**src/rtl/cam_link_pkg.sv**
```systemverilog
package cam_link_pkg;
  localparam int WORD_W = 10;
  localparam int PIX_W  = 8;

  typedef enum logic [2:0] {
    ST_OFF,
    ST_LOCK,
    ST_WAKE_LO,
    ST_WAKE_HI,
    ST_WAKE_LO2,
    ST_RUN
  } link_st_e;

  typedef logic [WORD_W-1:0] link_word_t;
endpackage

```
**src/rtl/cam_link_seq.sv**
```systemverilog
module cam_link_seq
  import cam_link_pkg::*;
#(
  parameter int LOCK_T = 8192,
  parameter int INIT_T = 24
) (
  input  logic       clk,
  input  logic       rst_n,
  input  logic       pd_n,
  input  logic       pll_lock,
  output logic       awake,
  output logic       line_en,
  output logic       run,
  output logic       wake_hi,
  output logic       load,
  output logic [3:0] bidx
);
  localparam int MAXT = (LOCK_T > INIT_T) ? LOCK_T : INIT_T;
  localparam int CW   = $clog2(MAXT + 1);
  localparam logic [CW-1:0] LOCK_END = CW'(LOCK_T - 1);
  localparam logic [CW-1:0] INIT_END = CW'(INIT_T - 1);

  link_st_e      st;
  logic [CW-1:0] cnt;

  always_ff @(posedge clk or negedge rst_n) begin
    if (!rst_n) begin
      st   <= ST_OFF;
      cnt  <= '0;
      bidx <= '0;
    end else if (!pd_n) begin
      st   <= ST_OFF;
      cnt  <= '0;
      bidx <= '0;
    end else begin
      case (st)
        ST_OFF: begin
          st  <= ST_LOCK;
          cnt <= '0;
        end
        ST_LOCK: begin
          if (cnt == LOCK_END) begin
            if (pll_lock) begin
              st  <= ST_WAKE_LO;
              cnt <= '0;
            end
          end else begin
            cnt <= cnt + 1'b1;
          end
        end
        ST_WAKE_LO, ST_WAKE_HI, ST_WAKE_LO2: begin
          if (cnt == INIT_END) begin
            cnt  <= '0;
            bidx <= '0;
            st   <= (st == ST_WAKE_LO) ? ST_WAKE_HI :
                    (st == ST_WAKE_HI) ? ST_WAKE_LO2 : ST_RUN;
          end else begin
            cnt <= cnt + 1'b1;
          end
        end
        ST_RUN: begin
          bidx <= (bidx == 4'd9) ? 4'd0 : bidx + 1'b1;
        end
        default: st <= ST_OFF;
      endcase
    end
  end

  assign awake   = (st != ST_OFF);
  assign line_en = (st == ST_WAKE_LO) || (st == ST_WAKE_HI) ||
                   (st == ST_WAKE_LO2) || (st == ST_RUN);
  assign run     = (st == ST_RUN);
  assign wake_hi = (st == ST_WAKE_HI);
  assign load    = ((st == ST_WAKE_LO2) && (cnt == INIT_END)) ||
                   ((st == ST_RUN) && (bidx == 4'd9));
endmodule

```
**src/rtl/cam_word_buf.sv**
```systemverilog
module cam_word_buf
  import cam_link_pkg::*;
#(
  parameter int DEPTH = 2
) (
  input  logic                       clk,
  input  logic                       rst_n,
  input  logic                       flush,
  input  logic                       push,
  input  link_word_t                 wdata,
  input  logic                       pop,
  output link_word_t                 head,
  output logic                       nonempty,
  output logic                       full,
  output logic [$clog2(DEPTH+1)-1:0] count
);
  localparam int AW = (DEPTH > 1) ? $clog2(DEPTH) : 1;
  localparam int CNTW = $clog2(DEPTH + 1);

  link_word_t        mem [DEPTH];
  logic [AW-1:0]     wp, rp;

  function automatic logic [AW-1:0] nxt(input logic [AW-1:0] p);
    return (p == AW'(DEPTH - 1)) ? '0 : p + 1'b1;
  endfunction

  always_ff @(posedge clk or negedge rst_n) begin
    if (!rst_n) begin
      wp    <= '0;
      rp    <= '0;
      count <= '0;
    end else if (flush) begin
      wp    <= '0;
      rp    <= '0;
      count <= '0;
    end else begin
      if (push) wp <= nxt(wp);
      if (pop)  rp <= nxt(rp);
      if (push && !pop)      count <= count + 1'b1;
      else if (pop && !push) count <= count - 1'b1;
    end
  end

  for (genvar i = 0; i < DEPTH; i++) begin : g_slot
    always_ff @(posedge clk) begin
      if (push && !flush && (wp == AW'(i))) mem[i] <= wdata;
    end
  end

  assign head     = mem[rp];
  assign nonempty = (count != '0);
  assign full     = (count == CNTW'(DEPTH));
endmodule

```
**src/rtl/cam_word_shifter.sv**
```systemverilog
module cam_word_shifter
  import cam_link_pkg::*;
(
  input  logic       clk,
  input  logic       rst_n,
  input  logic       run,
  input  logic       load,
  input  link_word_t head,
  input  logic       head_ok,
  output logic       pop,
  output logic       bit_o
);
  link_word_t sh;

  always_ff @(posedge clk or negedge rst_n) begin
    if (!rst_n) begin
      sh <= '0;
    end else if (load) begin
      sh <= head_ok ? head : '0;
    end else if (run) begin
      sh <= sh >> 1;
    end else begin
      sh <= '0;
    end
  end

  assign pop   = load && head_ok;
  assign bit_o = run && sh[0];
endmodule

```
**src/rtl/cam_link_tx.sv**
```systemverilog
module cam_link_tx
  import cam_link_pkg::*;
#(
  parameter int LOCK_CYC = 4096,
  parameter int INIT_CYC = 12,
  parameter int BUF_DEPTH = 2
) (
  input  logic       clk,
  input  logic       rst_n,
  input  logic       pd_n,
  input  logic       pll_lock,
  input  logic       ref_clk_i,
  output logic       ref_clk_o,
  input  logic       in_valid,
  output logic       in_ready,
  input  logic [7:0] in_data,
  input  logic       in_vsync,
  input  logic       in_hsync,
  output logic       line_en,
  output logic       ser_clk,
  output logic       ser_dat
);
  localparam int LOCK_T = 2 * LOCK_CYC;
  localparam int INIT_T = 2 * INIT_CYC;
  localparam int CNTW   = $clog2(BUF_DEPTH + 1);

  logic       awake, run, wake_hi, load, pop, head_ok, full;
  logic [3:0] bidx;
  link_word_t head;
  logic [CNTW-1:0] buf_cnt;

  cam_link_seq #(.LOCK_T(LOCK_T), .INIT_T(INIT_T)) u_seq (
    .clk(clk), .rst_n(rst_n), .pd_n(pd_n), .pll_lock(pll_lock),
    .awake(awake), .line_en(line_en), .run(run), .wake_hi(wake_hi),
    .load(load), .bidx(bidx)
  );

  assign in_ready = awake && !full;

  cam_word_buf #(.DEPTH(BUF_DEPTH)) u_buf (
    .clk(clk), .rst_n(rst_n), .flush(!awake),
    .push(in_valid && in_ready),
    .wdata({in_hsync, in_vsync, in_data}),
    .pop(pop), .head(head), .nonempty(head_ok), .full(full),
    .count(buf_cnt)
  );

  cam_word_shifter u_sh (
    .clk(clk), .rst_n(rst_n), .run(run), .load(load),
    .head(head), .head_ok(head_ok), .pop(pop), .bit_o(ser_dat)
  );

  assign ser_clk   = run ? ~bidx[0] : wake_hi;
  assign ref_clk_o = ref_clk_i && awake;
endmodule

```
**config.mk**
```make
export PLATFORM = sky130hd
export DESIGN_NAME = cam_link_tx
export DESIGN_NICKNAME = d
export VERILOG_FILES = /design/src/rtl/cam_link_pkg.sv /design/src/rtl/cam_link_seq.sv /design/src/rtl/cam_word_buf.sv /design/src/rtl/cam_word_shifter.sv /design/src/rtl/cam_link_tx.sv
export SDC_FILE = /design/constraint.sdc
export NUM_CORES = 1
export LEC_CHECK = 0
export ABC_AREA = 1
export BUFFER_PORTS_ARGS = -buffer_cell sky130_fd_sc_hd__buf_2
export CAP_MARGIN = 30
export CORE_UTILIZATION = 40
export DETAILED_ROUTE_END_ITERATION = 12
export PLACE_DENSITY = 0.57
export SKIP_CTS_REPAIR_TIMING = 1
export SLEW_MARGIN = 30
export SYNTH_ARGS = -nofsm -noshare
export SYNTH_HDL_FRONTEND = slang
export SYNTH_HIERARCHICAL = 1
export SYNTH_SLANG_ARGS = --single-unit
```
**constraint.sdc**
```tcl
create_clock -name clk -period 2.1 [get_ports clk]
set_input_delay 0.42 -clock clk [delete_from_list [all_inputs] [get_ports clk]]
set_output_delay 0.42 -clock clk [all_outputs]
set_load 0.05 [all_outputs]
```
* Word level (Yosys, flattened, before mapping)
Memories as Yosys holds them, arrays and structs flattened. Index checks and enable logic that the tools add are counted.
Word-level totals: bits in registers 35, RAM bits 20, input bits 16, output and inout bits 5, word-level logic and storage cells 98, memories kept 1
Operators by class: $add $sub $neg 6, equality and inequality tests 19, muxes and demuxes 36, bitwise gates (word level) 2, reductions and logical operators 27
Memory list:
- u_buf.mem | depth 2, bits a word 10, rd ports 1, clocked after memory_dff 0, wr ports 1, line cam_word_buf.sv:20 | link_word_t mem [DEPTH];
Operators with widths (number):
- 14-bit 2-to-1 mux | 4
- 14-bit case mux with 3 select lines | 1
- 10-bit 2-to-1 mux | 3
- 3-bit 2-to-1 mux | 5
- 14-bit by 1-bit adder with 14-bit output, second input constant | 1
- 14-bit by 13-bit == test with 1-bit output, second input constant | 1
- 14-bit by 5-bit == test with 1-bit output, second input constant | 1
- 1-bit 2-to-1 mux | 14
- 1-bit logical AND | 12
- 4-bit 2-to-1 mux | 3
- 3-bit case mux with 4 select lines | 1
- 10-bit OR reduction | 1
- 9-bit 2-to-1 mux | 1
- 4-bit case mux with 2 select lines | 1
- 3-bit by 2-bit == test with 1-bit output, second input constant | 2
- 3-bit == test, second input constant | 2
- 2-bit 2-to-1 mux | 3
- 3-bit by 1-bit inequality test with 1-bit output, second input constant | 2
- 3-bit by 2-bit inequality test with 1-bit output, second input constant | 2
- 4-bit by 1-bit adder with 4-bit output, second input constant | 1
- 4-bit == test, second input constant | 1
- 1-bit logical OR | 4
- 2-bit by 1-bit inequality test with 1-bit output, second input constant | 2
- 4-bit by 1-bit inequality test with 1-bit output, second input constant | 1
- other kinds (16) | 21

* Depth between registers and ports, before layout
depth after elaboration 10, gate-level depth with buffers 14, depth with buffers taken out 12

* Hierarchy
Netlist, hierarchy kept.
By module, submodules not included:
- cam_link_seq | times used 1, cells an instance 250, area each 1666.6 um^2, sequential area each 525.5 um^2
- cam_word_buf | times used 1, cells an instance 64, area each 978.4 um^2, sequential area each 700.7 um^2
- cam_word_shifter | times used 1, cells an instance 47, area each 426.7 um^2, sequential area each 250.2 um^2
- cam_link_tx | times used 1, cells an instance 13, area each 51.3 um^2, sequential area each 0.0 um^2

* Worst setup path before layout
OpenSTA, ideal clock, no wires.
kind reg2reg, start reg u_seq.cnt[0], end reg u_buf.count[0], arrival time 1.669 ns, required time 1.983 ns, slack 0.314 ns, cell stages (with the launch flop) 14, cell sequence dfrtp_1 -> ha_1 -> nand4_1 -> nor2_1 -> nand2_1 -> o22ai_1 -> buf_6 -> nand2_2 -> inv_1 -> inv_2 -> nand2_1 -> nand3_1 -> nand3_1 -> nand2_1
Between the ends: cells in the longest elaborated chain, start to end 8
Ends and longest elaborated chain:
- start, declared | line cam_link_seq.sv:24 | logic [CW-1:0] cnt;
- start signal, assigned | line cam_link_seq.sv:48 | cnt <= cnt + 1'b1;
- start signal, assigned | line cam_link_seq.sv:58 | cnt <= cnt + 1'b1;
- 14-bit by 5-bit == test with 1-bit output * | line cam_link_seq.sv:74 | assign load = ((st == ST_WAKE_LO2) && (cnt == INIT_END)) ||
- 1-bit logical AND * | line cam_link_seq.sv:74
- 1-bit logical OR * | line cam_link_seq.sv:74
- net load | line cam_link_tx.sv:27 | logic awake, run, wake_hi, load, pop, head_ok, full;
- 1-bit logical AND * | line cam_word_shifter.sv:27 | assign pop = load && head_ok;
- net pop | line cam_link_tx.sv:27
- 1-bit zero test | line cam_word_buf.sv:39 | if (push && !pop) count <= count + 1'b1;
- 1-bit logical AND | line cam_word_buf.sv:39
- 2-bit 2-to-1 mux | line cam_word_buf.sv:39
- 2-bit 2-to-1 mux | line cam_word_buf.sv:32 | end else if (flush) begin
- end signal, assigned | line cam_word_buf.sv:39
- end signal, assigned | line cam_word_buf.sv:40 | else if (pop && !push) count <= count - 1'b1;
- end, declared | line cam_word_buf.sv:15 | output logic [$clog2(DEPTH+1)-1:0] count
The timed path passes the listed nets; every way through them passes the cells marked *. A chain may end at the register's enable or synchronous reset.

* Worst setup path after layout
start reg u_seq.st[1], end out ser_clk
Between the ends: cells in the longest elaborated chain, start to end 2
Ends and longest elaborated chain:
- start, declared | line cam_link_seq.sv:23 | link_st_e st;
- start signal, assigned | line cam_link_seq.sv:55 | st <= (st == ST_WAKE_LO) ? ST_WAKE_HI :
- 3-bit == test | line cam_link_seq.sv:72 | assign run = (st == ST_RUN);
- net run | line cam_link_tx.sv:27
- 1-bit 2-to-1 mux | line cam_link_tx.sv:53 | assign ser_clk = run ? ~bidx[0] : wake_hi;
- end, declared | line cam_link_tx.sv:20 | output logic ser_clk,
The timed path passes the listed nets, and every way through them passes these cells.

==> results.sh <==
export IMPL_synth_common_cells="107 x nand2_1, 52 x nand3_1, 43 x inv_1"
export IMPL_via_count=2452
export IMPL_maxCapViolCount=0
export IMPL_cts_tree="done"
export IMPL_track_usage_pct=16.30
export IMPL_hp_class="in -> async"
export IMPL_initial_core_util_pct=42.16
export IMPL_ant_nets=0
export IMPL_slowest_stage="dfrtp_1"
export IMPL_synth_distinct_cells=32
export IMPL_gp_congestion=0.8429
export IMPL_cts_htree_levels=2
export IMPL_timing_fmax_mhz=505.7
export IMPL_p_leak_nw=1.695
export IMPL_finalHoldViolCount=0
export IMPL_p_per_area_mw_per_mm2=925.0
export IMPL_clock_skew_final_ns=0.01128
export IMPL_core_sq_mm=0.007408
export IMPL_syn_inst=374
export IMPL_cp_slowest_stage_delay_ns=0.44
export IMPL_p_total_mw=3.185
export IMPL_layout_drive_gt1_share_pct=19.70
export IMPL_status="finished clean"
export IMPL_cts_root_buf="clkbuf_8"
export IMPL_async_reset_ff_share_pct=63.64
export IMPL_synth_most_common_cell="nand2_1"
export IMPL_tightest_slew_ns=0.5881
export IMPL_drt_pass1_iter_count=4
export IMPL_start_kind="flop"
export IMPL_grt_pass1_vias=2321
export IMPL_worstPathRequired_ns=1.68
export IMPL_io_buffers=20
export IMPL_rsz0062_at_grt="true"
export IMPL_synth_edff_count=20
export IMPL_fin_crit_ns=1.978
export IMPL_drt_iter0_drc=94
export IMPL_clock_sinks=55
export IMPL_crit_top_cell="nand2_1"
export IMPL_fp_dieW_um=90.36
export IMPL_timing_final_crit_share_pct=94.17
export IMPL_drc_errors=0
export IMPL_synth_top_flop_cell="dfrtp_1"
export IMPL_viasPerCell=4.904
export IMPL_antenna_cells=0
export IMPL_synth_warnings=6
export IMPL_setup_viol=0
export IMPL_cp_end_kind="output pin"
export IMPL_die_area_sq_mm=0.008165
export IMPL_clk_pin_slew_ns=0.11
export IMPL_cp_max_fo=6
export IMPL_clk_latency_ns=0.32
export IMPL_ys_seq_elements=55
export IMPL_pin_count=21
export IMPL_syn_num_nets=394
export IMPL_final_net_count=420
export IMPL_worstPathArrival_ns=1.56
export IMPL_die_h_um=90.36
export IMPL_grt_pass1_wl_um=10670
export IMPL_yosysSeqAreaShare_pct=47.28
export IMPL_overflow=0
export IMPL_cts_made_buffers=5
export IMPL_synth_area_leader_cell="dfrtp_1"
export IMPL_num_rows=31
export IMPL_ir_worst_vdd_mv=0.3733
export IMPL_slew_viol_final=0
export IMPL_synth_area_sq_mm=0.003123
export IMPL_antenna_found_initial=0
export IMPL_area_growth_pct=10.26
export IMPL_synth_top_area_share_pct=28.04
export IMPL_worstSetupPathType="reg -> out"
export IMPL_max_slew_margin_pct=60.79
export IMPL_clock_path_buffers=2
export IMPL_wl_per_cell_um=12.22
export IMPL_synth_avg_cell_area_sq_um=8.350
export IMPL_grt_max_degree=36
export IMPL_fin_hold_ws_ns=0.1235
export IMPL_wirelength_um=6111
export IMPL_cp_cell_sequence="inv_1 -> nand3_1 -> inv_2 -> nand2_1 -> nand2_1 -> buf_2"
export IMPL_ys_top_cells_by_area="dfrtp_1 28%, edfxtp_1 19%, nand2_1 13%"
export IMPL_detailed_place_hpwl_um=4423
==> path summary, 6_finish.rpt <==
check                              from         endpoint  cells past startpoint  slack (ns)
min reg2reg                  u_sh/sh[6]       u_sh/sh[5]                      2        0.48
min                               rst_n     u_seq/cnt[5]                      2        0.12
max reg2reg                u_seq/cnt[0]   u_buf/count[0]                     12        0.25
min in group clk             in_data[2]  u_buf/mem[0][2]                      1        0.28
max in group asynchronous         rst_n       u_sh/sh[7]                      2        1.64
max                         u_seq/st[1]          ser_clk                      6        0.12
==> sequential cells by signal, indices dropped and copies added, names as in the netlist <==
register / flops
u_seq/bidx: 4
u_buf/wp: 1
u_buf/mem: 20
u_seq/cnt: 14
u_sh/sh: 10
u_buf/rp: 1
u_seq/st: 3
u_buf/count: 2
==> routing by layer <==
metal / up-vias / global-route usage, % / wire length [um]
li1: 1262 / - / -
met1: 1130 / 20.11 / 2805
met2: 51 / 29.01 / 2988
met3: 9 / 2.862 / 230
met4: 0 / 4.839 / 86
met5: - / 0 / 0
==> metrics by stage <==
| stage | std cells | setup WS, ns | instance area (sq um) | utilization, % | TNS, ns |
|---|---|---|---|---|---|
| 5_1_grt | 500 | -0.01071 | 3443 | 46.48 | -0.01812 |
| 3_5_place_dp | 492 | 0.2444 | 3341 | 45.09 | 0 |
| 3_3_place_gp | 492 | 0.3209 | 3341 | 45.09 | 0 |
| 2_1_floorplan | 374 | 0.3139 | 3123 | - | 0 |
| 6_report | 500 | 0.1224 | 3443 | 46.48 | 0 |
| 4_1_cts | 500 | 0.04567 | 3443 | 46.48 | 0 |
==> critical path: cells and delay by family, from the launching register on <==
family                 cells  cell delay (ns)
AND/OR/NAND/NOR            3             0.29
buffers and inverters      3             0.51
flip-flops                 1             0.44
==> cell families after synthesis <==
group	count (synthesis)	share of synthesized area, %
flops	55	47.28
buf+inv	58	7.852
simple gates	219	32.85
compound gates	21	3.887
fa+ha+maj	4	1.603
mux	10	4.567
xor+xnor	7	1.963
==> layout by cell type, fill, tap and decap left out <==
| cell type | n |
|---|---|
| nand2_2 | 10 |
| ha_1 | 4 |
| nor3_1 | 1 |
| xor2_1 | 7 |
| clkbuf_8 | 5 |
| inv_4 | 1 |
| o22ai_1 | 1 |
| clkinv_8 | 1 |
| nor2_4 | 5 |
| nor2_1 | 23 |
| mux2_4 | 8 |
| edfxtp_1 | 20 |
| o211ai_1 | 1 |
| nand4_1 | 9 |
| nand3b_1 | 3 |
| clkinv_4 | 1 |
| inv_6 | 1 |
| inv_2 | 8 |
| nand3_2 | 1 |
| o21ai_0 | 6 |
| buf_4 | 6 |
| nand4_4 | 1 |
| o2111ai_1 | 1 |
| nand2_1 | 107 |
| dfrtp_1 | 35 |
| inv_1 | 42 |
| mux2_2 | 2 |
| nor2_2 | 7 |
| nand3_1 | 52 |
| buf_2 | 20 |
| a21oi_1 | 2 |
| a31oi_1 | 1 |
| o21ai_1 | 7 |
| a21oi_2 | 2 |
==> layout make-up <==
cell class / count / area (sq um)
Multi-Input combinational cell: 261 / 1401
Timing Repair Buffer: 26 / 145.1
Clock inverter: 3 / 33.78
Clock buffer: 5 / 68.82
Tap cell: 99 / 123.9
Inverter: 51 / 193.9
Fill cell: 724 / 3965
Sequential cell: 55 / 1476
==> power breakdown <==
group	total [mW]	switching (mW)	leakage [nW]	internal (mW)
clock network	0.646	0.394	0.0515	0.252
logic	1.20	0.881	0.979	0.322
registers	1.34	0.0925	0.665	1.24
total	3.19	1.37	1.69	1.82
(Power assumes the default switching activity.)
